`src/rtl/cfgLoaderPkg.sv`:
```
package cfgLoaderPkg;

  typedef enum logic [2:0] {
    ERR_NONE    = 3'd0,
    ERR_MAGIC   = 3'd1,
    ERR_LENGTH  = 3'd2,
    ERR_NOINIT  = 3'd3,
    ERR_CRC     = 3'd4,
    ERR_TIMEOUT = 3'd5
  } errCode_t;

  // strobes from control to datapath, one cycle each
  typedef struct packed {
    logic clrAddr;
    logic incAddr;
    logic hdrShift;
    logic loadData;
    logic loadFill;
  } ctrlStrb_t;

endpackage

```
`src/rtl/cfgDatapath.sv`:
```
module cfgDatapath
  import cfgLoaderPkg::*;
#(
  parameter int unsigned ADDR_W   = 22,
  parameter int unsigned HALF_CYC = 9
) (
  input  logic              clk,
  input  logic              rstN,
  input  ctrlStrb_t         strb,
  input  logic [7:0]        rdData,
  output logic [ADDR_W-1:0] addr,
  output logic [31:0]       magicWord,
  output logic [31:0]       lenWord,
  output logic              shiftBusy,
  output logic              cclk,
  output logic              din
);
  localparam int unsigned HC_W = (HALF_CYC > 1) ? $clog2(HALF_CYC) : 1;
  localparam logic [HC_W-1:0] HALF_LAST = HC_W'(HALF_CYC - 1);

  logic [63:0]       hdrQ;
  logic [ADDR_W-1:0] addrQ;
  logic [7:0]        shReg;
  logic [2:0]        bitCnt;
  logic [HC_W-1:0]   halfCnt;
  logic              active;
  logic              phaseHi;

  always_ff @(posedge clk) begin
    if (!rstN) begin
      hdrQ  <= '0;
      addrQ <= '0;
    end else begin
      if (strb.hdrShift) hdrQ <= {hdrQ[55:0], rdData};
      if (strb.clrAddr)      addrQ <= '0;
      else if (strb.incAddr) addrQ <= addrQ + 1'b1;
    end
  end

  always_ff @(posedge clk) begin
    if (!rstN) begin
      shReg   <= '0;
      bitCnt  <= '0;
      halfCnt <= '0;
      active  <= 1'b0;
      phaseHi <= 1'b0;
    end else if (strb.loadData || strb.loadFill) begin
      shReg   <= strb.loadData ? rdData : 8'hFF;
      bitCnt  <= '0;
      halfCnt <= '0;
      active  <= 1'b1;
      phaseHi <= 1'b0;
    end else if (active) begin
      if (halfCnt == HALF_LAST) begin
        halfCnt <= '0;
        if (!phaseHi) begin
          phaseHi <= 1'b1;
        end else begin
          phaseHi <= 1'b0;
          shReg   <= {shReg[6:0], 1'b0};
          if (bitCnt == 3'd7) active <= 1'b0;
          else                bitCnt <= bitCnt + 1'b1;
        end
      end else begin
        halfCnt <= halfCnt + 1'b1;
      end
    end
  end

  assign addr      = addrQ;
  assign magicWord = hdrQ[63:32];
  assign lenWord   = hdrQ[31:0];
  assign shiftBusy = active;
  assign cclk      = active & phaseHi;
  assign din       = shReg[7];

  // data must not move while the clock is high
  a_r6_din_stable: assert property (@(posedge clk) disable iff (!rstN)
    cclk |-> $stable(din));

  // a fresh byte is never loaded on top of one still being shifted
  a_r6_no_overrun: assert property (@(posedge clk) disable iff (!rstN)
    active |-> !(strb.loadData || strb.loadFill));

endmodule

```
`src/rtl/cfgControl.sv`:
```
module cfgControl
  import cfgLoaderPkg::*;
#(
  parameter int unsigned ADDR_W           = 22,
  parameter logic [31:0] MAGIC            = 32'h5341_5231,
  parameter int unsigned MAX_LEN          = 32'h0022_0000,
  parameter int unsigned PROG_LOW_CYC     = 25,
  parameter int unsigned INIT_WAIT_CYC    = 500_000,
  parameter int unsigned DONE_TIMEOUT_CYC = 10_000_000
) (
  input  logic              clk,
  input  logic              rstN,
  input  logic              start,
  input  logic              rdValid,
  input  logic              initB,
  input  logic              done,
  input  logic [ADDR_W-1:0] addr,
  input  logic [31:0]       magicWord,
  input  logic [31:0]       lenWord,
  input  logic              shiftBusy,
  output ctrlStrb_t         strb,
  output logic              rdReq,
  output logic              progB,
  output logic              oe,
  output logic              busy,
  output logic              ok,
  output errCode_t          errCode
);
  localparam int unsigned MAX_A = (PROG_LOW_CYC > INIT_WAIT_CYC) ? PROG_LOW_CYC : INIT_WAIT_CYC;
  localparam int unsigned MAX_T = (MAX_A > DONE_TIMEOUT_CYC) ? MAX_A : DONE_TIMEOUT_CYC;
  localparam int unsigned TMR_W = $clog2(MAX_T + 1);
  localparam logic [TMR_W-1:0] T_PLOW = TMR_W'(PROG_LOW_CYC - 1);
  localparam logic [TMR_W-1:0] T_INIT = TMR_W'(INIT_WAIT_CYC - 1);
  localparam logic [TMR_W-1:0] T_DONE = TMR_W'(DONE_TIMEOUT_CYC);
  localparam logic [ADDR_W-1:0] HDR_LAST = ADDR_W'(7);

  typedef enum logic [3:0] {
    S_IDLE, S_HDR, S_CHECK, S_PLOW, S_PWAIT,
    S_FETCH, S_SHIFT, S_POLL, S_FILL, S_TRAIL
  } state_t;

  state_t            state;
  logic [TMR_W-1:0]  tmr;
  logic              progBQ, oeQ, okQ;
  errCode_t          errQ;
  logic [ADDR_W-1:0] endAddr;

  assign endAddr = lenWord[ADDR_W-1:0] + ADDR_W'(8);

  always_comb begin
    strb  = '0;
    rdReq = 1'b0;
    unique case (state)
      S_IDLE:  strb.clrAddr = start;
      S_HDR: begin
        rdReq = 1'b1;
        strb.hdrShift = rdValid;
        strb.incAddr  = rdValid;
      end
      S_FETCH: begin
        rdReq = 1'b1;
        strb.loadData = rdValid;
        strb.incAddr  = rdValid;
      end
      S_POLL:  strb.loadFill = done || (tmr != '0);
      default: ;
    endcase
  end

  always_ff @(posedge clk) begin
    if (!rstN) begin
      state  <= S_IDLE;
      tmr    <= '0;
      progBQ <= 1'b1;
      oeQ    <= 1'b0;
      okQ    <= 1'b0;
      errQ   <= ERR_NONE;
    end else begin
      unique case (state)
        S_IDLE: if (start) begin
          okQ   <= 1'b0;
          errQ  <= ERR_NONE;
          state <= S_HDR;
        end
        S_HDR: if (rdValid && addr == HDR_LAST) state <= S_CHECK;
        S_CHECK: begin
          if (magicWord != MAGIC) begin
            errQ  <= ERR_MAGIC;
            state <= S_IDLE;
          end else if (lenWord > 32'(MAX_LEN)) begin
            errQ  <= ERR_LENGTH;
            state <= S_IDLE;
          end else begin
            oeQ    <= 1'b1;
            progBQ <= 1'b0;
            tmr    <= T_PLOW;
            state  <= S_PLOW;
          end
        end
        S_PLOW: begin
          if (tmr == '0) begin
            progBQ <= 1'b1;
            tmr    <= T_INIT;
            state  <= S_PWAIT;
          end else tmr <= tmr - 1'b1;
        end
        S_PWAIT: begin
          if (tmr == '0) begin
            if (!initB) begin
              errQ  <= ERR_NOINIT;
              state <= S_IDLE;
            end else if (lenWord == '0) begin
              tmr   <= T_DONE;
              state <= S_POLL;
            end else state <= S_FETCH;
          end else tmr <= tmr - 1'b1;
        end
        S_FETCH: if (rdValid) state <= S_SHIFT;
        S_SHIFT: if (!shiftBusy) begin
          if (!initB) begin
            errQ  <= ERR_CRC;
            state <= S_IDLE;
          end else if (addr == endAddr) begin
            tmr   <= T_DONE;
            state <= S_POLL;
          end else state <= S_FETCH;
        end
        S_POLL: begin
          if (tmr != '0) tmr <= tmr - 1'b1;
          if (done)              state <= S_TRAIL;
          else if (tmr == '0) begin
            errQ  <= ERR_TIMEOUT;
            state <= S_IDLE;
          end else               state <= S_FILL;
        end
        S_FILL: begin
          if (tmr != '0) tmr <= tmr - 1'b1;
          if (!shiftBusy) state <= S_POLL;
        end
        S_TRAIL: if (!shiftBusy) begin
          okQ   <= 1'b1;
          state <= S_IDLE;
        end
        default: state <= S_IDLE;
      endcase
    end
  end

  assign progB   = progBQ;
  assign oe      = oeQ;
  assign busy    = (state != S_IDLE);
  assign ok      = okQ;
  assign errCode = errQ;

  // a pending read keeps its address
  a_r1_addr_hold: assert property (@(posedge clk) disable iff (!rstN)
    (rdReq && !rdValid) |=> (rdReq && $stable(addr)));

  // the program pulse is only ever driven, never floated low
  a_r4_progb_driven: assert property (@(posedge clk) disable iff (!rstN)
    !progBQ |-> oeQ);

  // success and a failure code never coexist
  a_r10_ok_xor_err: assert property (@(posedge clk) disable iff (!rstN)
    (errQ != ERR_NONE) |-> !okQ);

  // results stay put while idle without a start
  a_r10_result_hold: assert property (@(posedge clk) disable iff (!rstN)
    (!busy && !start) |=> ($stable(errQ) && $stable(okQ)));

endmodule

```
`src/rtl/cfgLoader.sv`:
```
module cfgLoader
  import cfgLoaderPkg::*;
#(
  parameter int unsigned ADDR_W           = 22,
  parameter logic [31:0] MAGIC            = 32'h5341_5231,
  parameter int unsigned MAX_LEN          = 32'h0022_0000,
  parameter int unsigned HALF_CYC         = 9,
  parameter int unsigned PROG_LOW_CYC     = 25,
  parameter int unsigned INIT_WAIT_CYC    = 500_000,
  parameter int unsigned DONE_TIMEOUT_CYC = 10_000_000
) (
  input  logic              clk,
  input  logic              rstN,
  input  logic              start,
  output logic [ADDR_W-1:0] rdAddr,
  output logic              rdReq,
  input  logic [7:0]        rdData,
  input  logic              rdValid,
  output logic              progB,
  output logic              progBOe,
  output logic              cclk,
  output logic              cclkOe,
  output logic              din,
  output logic              dinOe,
  input  logic              initB,
  input  logic              done,
  output logic              busy,
  output logic              ok,
  output logic [2:0]        errCode
);
  ctrlStrb_t         strb;
  logic [ADDR_W-1:0] addr;
  logic [31:0]       magicWord, lenWord;
  logic              shiftBusy, oe;
  errCode_t          errQ;

  cfgDatapath #(.ADDR_W(ADDR_W), .HALF_CYC(HALF_CYC)) dp_i (
    .clk(clk), .rstN(rstN), .strb(strb), .rdData(rdData),
    .addr(addr), .magicWord(magicWord), .lenWord(lenWord),
    .shiftBusy(shiftBusy), .cclk(cclk), .din(din)
  );

  cfgControl #(
    .ADDR_W(ADDR_W), .MAGIC(MAGIC), .MAX_LEN(MAX_LEN),
    .PROG_LOW_CYC(PROG_LOW_CYC), .INIT_WAIT_CYC(INIT_WAIT_CYC),
    .DONE_TIMEOUT_CYC(DONE_TIMEOUT_CYC)
  ) ctl_i (
    .clk(clk), .rstN(rstN), .start(start), .rdValid(rdValid),
    .initB(initB), .done(done), .addr(addr), .magicWord(magicWord),
    .lenWord(lenWord), .shiftBusy(shiftBusy), .strb(strb), .rdReq(rdReq),
    .progB(progB), .oe(oe), .busy(busy), .ok(ok), .errCode(errQ)
  );

  assign rdAddr  = addr;
  assign progBOe = oe;
  assign cclkOe  = oe;
  assign dinOe   = oe;
  assign errCode = errQ;

  // no clock pulse outside a run
  a_r6_idle_quiet: assert property (@(posedge clk) disable iff (!rstN)
    !busy |-> !cclk);

  // program line stays released while bits are clocked
  a_r6_progb_high_shift: assert property (@(posedge clk) disable iff (!rstN)
    cclk |-> (progB && cclkOe));

endmodule

```
`config.mk`:
```
export PLATFORM = sky130hd
export DESIGN_NAME = cfgLoader
export DESIGN_NICKNAME = d
export VERILOG_FILES = /design/src/rtl/cfgLoaderPkg.sv /design/src/rtl/cfgDatapath.sv /design/src/rtl/cfgControl.sv /design/src/rtl/cfgLoader.sv
export SDC_FILE = /design/constraint.sdc
export NUM_CORES = 1
export LEC_CHECK = 0
export BUFFER_PORTS_ARGS = -buffer_cell sky130_fd_sc_hd__buf_2
export CAP_MARGIN = 20
export CORE_MARGIN = 1
export CORE_UTILIZATION = 42
export DETAILED_ROUTE_END_ITERATION = 10
export GPL_ROUTABILITY_DRIVEN = 0
export PLACE_DENSITY_LB_ADDON = 0.08
export SLEW_MARGIN = 20
export SYNTH_ARGS = -nofsm -noshare
export SYNTH_HDL_FRONTEND = slang
export SYNTH_SLANG_ARGS = --single-unit
```
`constraint.sdc`:
```
create_clock -name clk -period 7.02 [get_ports clk]
set_clock_uncertainty 0.1 [all_clocks]
set_input_delay 0.702 -clock clk [delete_from_list [all_inputs] [get_ports clk]]
set_output_delay 0.702 -clock clk [all_outputs]
set_load 0.01 [all_outputs]
```
==> results of run 1 <==
## per-layer routing
metal / vias up / share of wire
met2: 129 / 0.46
met3: 21 / 0.037
met1: 3144 / 0.49
met4: 0 / 0.014
li1: 3363 / -
met5: - / 0
## flip-flops by register name, indices dropped and copies added (netlist names), 3 cells and up
signal,flops
dp_i.hdrQ,64
ctl_i.tmr,24
dp_i.bitCnt,3
dp_i.halfCnt,4
dp_i.addr,22
dp_i.shReg,8
ctl_i.state,4
ctl_i.errCode,3
## metrics by stage
step	instances	hold WS, ns	power [mW]	setup slack (ns)	utilization
6_report	1183	0.3485	2.421	3.224	0.4840
5_1_grt	1183	0.3830	2.549	2.945	0.4840
4_1_cts	1183	0.3537	2.432	3.218	0.4838
3_5_place_dp	1154	0.3458	1.543	3.242	0.4500
3_3_place_gp	1154	0.3399	1.549	3.259	0.4500
2_1_floorplan	953	0.3312	1.392	3.714	-
## critical path, stage by stage (launching register included)
cell and delay (ns):
dfxtp_1 0.49, nand4_1 0.47, nor3_1 0.43, a2111oi_0 0.17
a211oi_1 0.23, o21ai_0 0.21, o41a_1 0.74, o21ai_1 0.61
o221ai_1 0.17
## power groups by stage
stage	Combinational [mW]	Clock, mW	Sequential (mW)
6_report	0.662	0.886	0.873
5_1_grt	0.739	0.930	0.880
4_1_cts	0.660	0.900	0.872
3_5_place_dp	0.654	0	0.889
3_3_place_gp	0.661	0	0.888
2_1_floorplan	0.545	0	0.847
## kinds of logic after synthesis
logic type	after synthesis	synth area share
buffers and inverters	92	0.05119
DFF	137	0.3791
adders and majority gates	8	0.01384
xor gates and xnor gates	55	0.06659
muxes	13	0.01799
and+or+nand+nor	438	0.2874
AOI/OAI and AO/OA	210	0.1839
## synth_stat cells (all sizes together), types with 5 or more instances
cell and number:
and3 5, dfxtp 137, inv 19, nor2b 5, nor4b 5, o21a 7
nand4 17, nor3 23, or4 11, o21ai 43, nor4bb 5, clkbuf 58
nand2b 7, xor2 24, xnor2 31, nor4 22, nand2 181, o22ai 8
o311ai 8, buf 15, ha 8, nor3b 6, a21oi 83, o31ai 5
mux2i 13, or3 8, nor2 90, nand3 40, a31oi 13
## how the worst min path moves through the flow
stage / from / to / cells past startpoint
floorplan: dp_i.hdrQ[60] / dp_i.hdrQ[60] / 2
global placement: dp_i.hdrQ[60] / dp_i.hdrQ[60] / 2
detailed placement: dp_i.hdrQ[60] / dp_i.hdrQ[60] / 2
CTS: dp_i.hdrQ[60] / dp_i.hdrQ[60] / 2
global route: dp_i.hdrQ[58] / dp_i.hdrQ[58] / 2
finish: dp_i.hdrQ[60] / dp_i.hdrQ[60] / 2
## layout by cell type (no fill, tap or decap), types with 4 or more instances in the layout
| master | count |
|---|---|
| a21oi_1 | 83 |
| a22oi_1 | 4 |
| a31oi_1 | 13 |
| and2_1 | 4 |
| and3_1 | 5 |
| and4_1 | 4 |
| buf_2 | 47 |
| buf_4 | 7 |
| clkbuf_1 | 4 |
| clkbuf_16 | 17 |
| dfxtp_1 | 137 |
| ha_1 | 8 |
| inv_1 | 18 |
| mux2i_1 | 13 |
| nand2_1 | 181 |
| nand2b_1 | 6 |
| nand3_1 | 40 |
| nand4_1 | 17 |
| nor2_1 | 90 |
| nor2b_1 | 4 |
| nor3_1 | 23 |
| nor3b_1 | 6 |
| nor4_1 | 20 |
| nor4b_1 | 5 |
| nor4bb_1 | 5 |
| o211ai_1 | 4 |
| o21a_1 | 7 |
| o21ai_0 | 38 |
| o22ai_1 | 8 |
| o311a_1 | 4 |
| o311ai_0 | 8 |
| o31a_1 | 4 |
| o31ai_1 | 5 |
| or3_1 | 8 |
| or4_1 | 9 |
| xnor2_1 | 31 |
| xor2_1 | 24 |
## area by class of cell
cell class                      instances  area, um^2
Clock inverter                          8       125.1
Tap cell                              220       275.3
Inverter                               19       71.32
Clock buffer                           21       440.4
Sequential cell                       137        2743
Fill cell                            1758        8617
Timing Repair Buffer                   54       287.8
Multi-Input combinational cell        724        4141
==> results.md, run 1 <==
- CP Data Arrival Time: 3.97 ns
- Fin Setup TNS: 0 ns
- Synth warn: 0
- Diode count: 0
- Dpl cell area: 7515 um^2
- Slew headroom: 0.3066
- Clock latency on the worst-skew pair: 0.42 ns
- Clock transition at path regs: 0.06 ns
- Worst reg-to-reg setup slack: 3.22 ns
- Vias in the first global route: 6125
- Area leader, netlist: dfxtp_1
- Synth top area share: 0.3791
- CP Launch Point: dp_i.hdrQ[3]
- Setup-failing EPs final: 0
- M3 GR Usage: 0.04186
- # hold bufs at CTS: 0
- Synthesized flop and latch total: 137
- Comb power frac: 0.273
- F_max: 263.4 MHz
- GR met1 Demand/Resource: 0.3103
- Via density: 5.627
- Crit path kind: register to register
- Sequential Power Share: 0.361
- Power share of the clock group: 0.366
- Synthesized area: 7234 um^2
- CP endpoint: ctl_i.tmr[19]
- Row count: 47
- IO Pins: 48
- Die height: 133.2 um
- Max Cap Violations: 0
- Initial Utilization: 0.4332
- H-tree Lvls: 4
- DR WL/cell: 16.31 um
- Status: finished, final reports clean
- Largest net degree at the start of global routing: 77
- Fin. max-slew vios: 0
- Startpoint Class: register
- Number of remaining DRC errors: 0
- Tot GR Track Use: 0.2251
- Post-Syn Area per Cell: 7.591 um^2
- Distinct cells, synth: 64
- CTS max path bufs: 2
- Worst Setup End Kind: register
- Share of cells above drive strength 1: 0.09865
- Switch Pwr: 835.5 uW
- EDFF count, synth: 0
- Post-CTS Resized: 0
- Switch share: 0.3450
- Iter 0 DRT Violations: 489
- Global Route met2 Usage: 0.3562
- Total iterations of the first detailed-routing run: 5
- GRT busiest layer: met2
- Peak supply drop: 0.0001958 V
- Final Net Count: 975
- First-pass GRT wire length: 32110 um
- Total CTS buffers: 17
- R2R depth: 8
- R2R Path End: ctl_i.tmr[19]
- Total power per unit cell area: 299.5 nW/um^2
- Setup bufs post-CTS: 0
- Area grow syn2layout: 11.74%
- RSZ-0062 raised after global routing: false
- Vias: 6657
- Post-DP HPWL: 12970 um
- Core ar.: 16700 um^2
- Fin. Hold Viols: 0
- P_leak: 2.928 nW
- WL final: 19300 um
- Initial antenna violation count: 0
- Final period utilization: 0.5408
- Die area: 17750 um^2
- Clock root cell: clkbuf_16
- Antenna-violating nets left: 0
- Design Area, Final: 8084 um^2
- Die width: 133.2 um
- R2R Path Start: dp_i.hdrQ[3]
- Minimum clock period: 3.796 ns
- Synth area leaders: dfxtp_1 (38%), nand2_1 (9.4%), a21oi_1 (5.7%)
- Critical-path maximum fanout: 18
- Primary FF master, synth: dfxtp_1
- Cell internal pwr: 1.586 mW
- Sequential share of the synthesized area: 0.3791
- WP data required: 7.19 ns
- PortBufs: 47
- Hold WC Path Type: register to register
- Cells after Synth: 953
- Grt total ovfl: 0
- Synth async-reset ratio: 0
- Worst-margin pin slew: 1.032 ns
- Syn Nets: 975
- CTS sink cnt: 137
- CTS tree: yes
(Power assumes the default switching activity.)
==> run 2: changes to the inputs <==
--- a/config.mk
+++ b/config.mk
@@ -5,6 +5,7 @@
 export SDC_FILE = /design/constraint.sdc
 export NUM_CORES = 1
 export LEC_CHECK = 0
+export ABC_AREA = 1
 export BUFFER_PORTS_ARGS = -buffer_cell sky130_fd_sc_hd__buf_2
 export CAP_MARGIN = 20
 export CORE_MARGIN = 1
==> constraint.sdc (replaced) <==
create_clock -name clk -period 3.85 [get_ports clk]
set_clock_uncertainty 0.1 [all_clocks]
set_input_delay 0.385 -clock clk [delete_from_list [all_inputs] [get_ports clk]]
set_output_delay 0.385 -clock clk [all_outputs]
set_load 0.01 [all_outputs]
==> run 2 against run 1 <==
  * Routed wire length increased by 3.5%
  * Clock power increased by 92%
  * Via count increased by 9.6%
  * Cell area increased by 5.8%
  * Worst hold slack got worse by 0.17 ns
  * Final cell count increased by 20%
  * Flip-flop and latch count unchanged
  * First-iteration DRC count increased by 1.6%
  * Non-clock buffer count increased by 2
  * Count of clock-buffer cells in the layout increased by 1
  * Sequential power increased by 120%
  * Die area increased by 4.2%
==> results.md, run 2 <==
- Status: finished, final reports clean
- Post-DP HPWL: 14400 um
- Diode count: 0
- Post-layout util: 0.4912
- FF/Latch Area: 2743 um^2
- H-tree Lvls: 4
- CTS sink cnt: 137
- Worst-margin pin slew: 0.8331 ns
- Setup bufs post-CTS: 0
- Post-CTS Resized: 0
- Max Cap Violations: 0
- Core ar.: 17420 um^2
- Row count: 48
- Final period utilization: 0.8016
- Synthesized flop and latch total: 137
- Clock latency on the worst-skew pair: 0.43 ns
- Die area: 18500 um^2
- Largest net degree at the start of global routing: 111
- Total iterations of the first detailed-routing run: 5
- Area grow syn2layout: 13.40%
- Final Net Count: 1200
- WP data required: 4.11 ns
- Antenna-violating nets left: 0
- Startpoint Class: register
- Synthesized area: 7543 um^2
- Critical-path maximum fanout: 43
- Die width: 136.0 um
- CTS max path bufs: 2
- Via density: 5.158
- Total CTS buffers: 17
- Share of cells above drive strength 1: 0.09244
- Area leader, netlist: dfxtp_1
- Multi-input logic area: 4044 um^2
- Grt total ovfl: 0
- Fin Setup TNS: 0 ns
- Most frequent cells in the layout: nand2_1 (227), inv_1 (146), dfxtp_1 (137)
- PortBufs: 47
- WL final: 19970 um
- RSZ-0062 raised after global routing: false
- Synth warn: 0
- Worst Setup End Kind: register
- Most frequent cell after synthesis: nand2_1
- Number of remaining DRC errors: 0
- Synth async-reset ratio: 0
- Post-Syn Area per Cell: 6.600 um^2
- Fin. Hold Viols: 0
- Hold WC Path Type: input port to register
- Clock root cell: clkbuf_16
- Setup-failing EPs final: 0
- Peak supply drop: 0.0004248 V
- Iter 0 DRT Violations: 497
- Synth cell count leaders: nand2_1 (228), inv_1 (146), dfxtp_1 (137), a21oi_1 (132), nor2_1 (123)
- Most flops, register: dp_i.hdrQ
- P_leak: 3.630 nW
- DR WL/cell: 14.12 um
- Cells after Synth: 1143
- Sequential share of the synthesized area: 0.3636
- Die height: 136.0 um
- First-pass GRT wire length: 32950 um
- Vias: 7298
- IO Pins: 48
- CP Data Arrival Time: 3.35 ns
- # hold bufs at CTS: 0
- F_max: 324.0 MHz
- Synth area leaders: dfxtp_1 (36%), nand2_1 (11%), a21oi_1 (8.8%)
- CTS tree: yes
- Synth top area share: 0.3636
- Primary FF master, synth: dfxtp_1
- Distinct cells, synth: 42
- Total power per unit cell area: 696.1 nW/um^2
- Slew headroom: 0.4440
- Initial antenna violation count: 0
- Fin. max-slew vios: 0
- Clock transition at path regs: 0.06 ns
- Crit path kind: register to register
- Fillers: 1793
- Initial Utilization: 0.4331
- Minimum clock period: 3.086 ns
- EDFF count, synth: 0
- Worst hold slack: 0.1737 ns
- Vias in the first global route: 6557
- Commonest non-fill, non-tap cell in the layout: nand2_1
- Syn Nets: 1165
- Tot GR Track Use: 0.2259
- Max reg flops: 64
## run 2: report_power, final
group	switching, mW	internal (mW)
Sequential	0.253	1.65
Combinational	1.52	0.836
Clock	0.608	1.09
## run 2: worst paths after layout
check / startpoint / end / slack, ns / cells after the start
worst max-delay path: dp_i.hdrQ[3] / ctl_i.tmr[18] / 0.76 / 15
worst min-delay path: rdData[1] / dp_i.hdrQ[1] / 0.17 / 3
worst max register to register: dp_i.hdrQ[3] / ctl_i.tmr[18] / 0.76 / 15
worst min register to register: dp_i.hdrQ[63] / dp_i.hdrQ[63] / 0.36 / 2
## run 2: routing by layer
metal / routed length (um) / track usage
met1: 9807 / 0.3102
met2: 9124 / 0.3545
met3: 848 / 0.04884
met4: 195 / 0.06173
met5: 0 / 0
## run 2: cell type report
cell class	instances	area share
repair buffers	56	0.03686
multi-input cells	815	0.4727
clock buffers	22	0.05309
clock inverters	9	0.01726
flip-flops and latches	137	0.3206
well taps	225	0.03291
inverters	151	0.06655
## run 2: logic make-up after synthesis
family | after synthesis | share of synthesized area
and+or+nand+nor | 535 | 0.3170
AOI/OAI and AO/OA | 233 | 0.1602
buffers and inverters | 191 | 0.1007
DFF | 137 | 0.3636
xor gates and xnor gates | 39 | 0.04528
adders and majority gates | 8 | 0.01327
## run 2: worst max-delay path, cell delays in order, from the launching register on
cell,delay [ns]
dfxtp_1,0.43
ha_1,0.23
nand3_1,0.15
nor2_1,0.22
nand2_1,0.12
nand3_1,0.10
nand2_1,0.05
inv_1,0.05
nand4_1,0.14
nor2_1,0.22
nand3_1,0.14
nand2_2,0.58
nand2_2,0.21
nand2_1,0.12
nand2_1,0.05
nor2_1,0.08
## run 2: through the flow
stage | total power, mW | worst slack, ns | cells | instance area, um^2
2_1_floorplan | 3.706 | 1.716 | 1143 | 7543
3_3_place_gp | 4.254 | 0.8347 | 1384 | 7953
3_5_place_dp | 4.261 | 0.8573 | 1384 | 7953
4_1_cts | 5.992 | 0.7989 | 1415 | 8554
5_1_grt | 6.406 | 0.3248 | 1415 | 8554
6_report | 5.955 | 0.7639 | 1415 | 8554
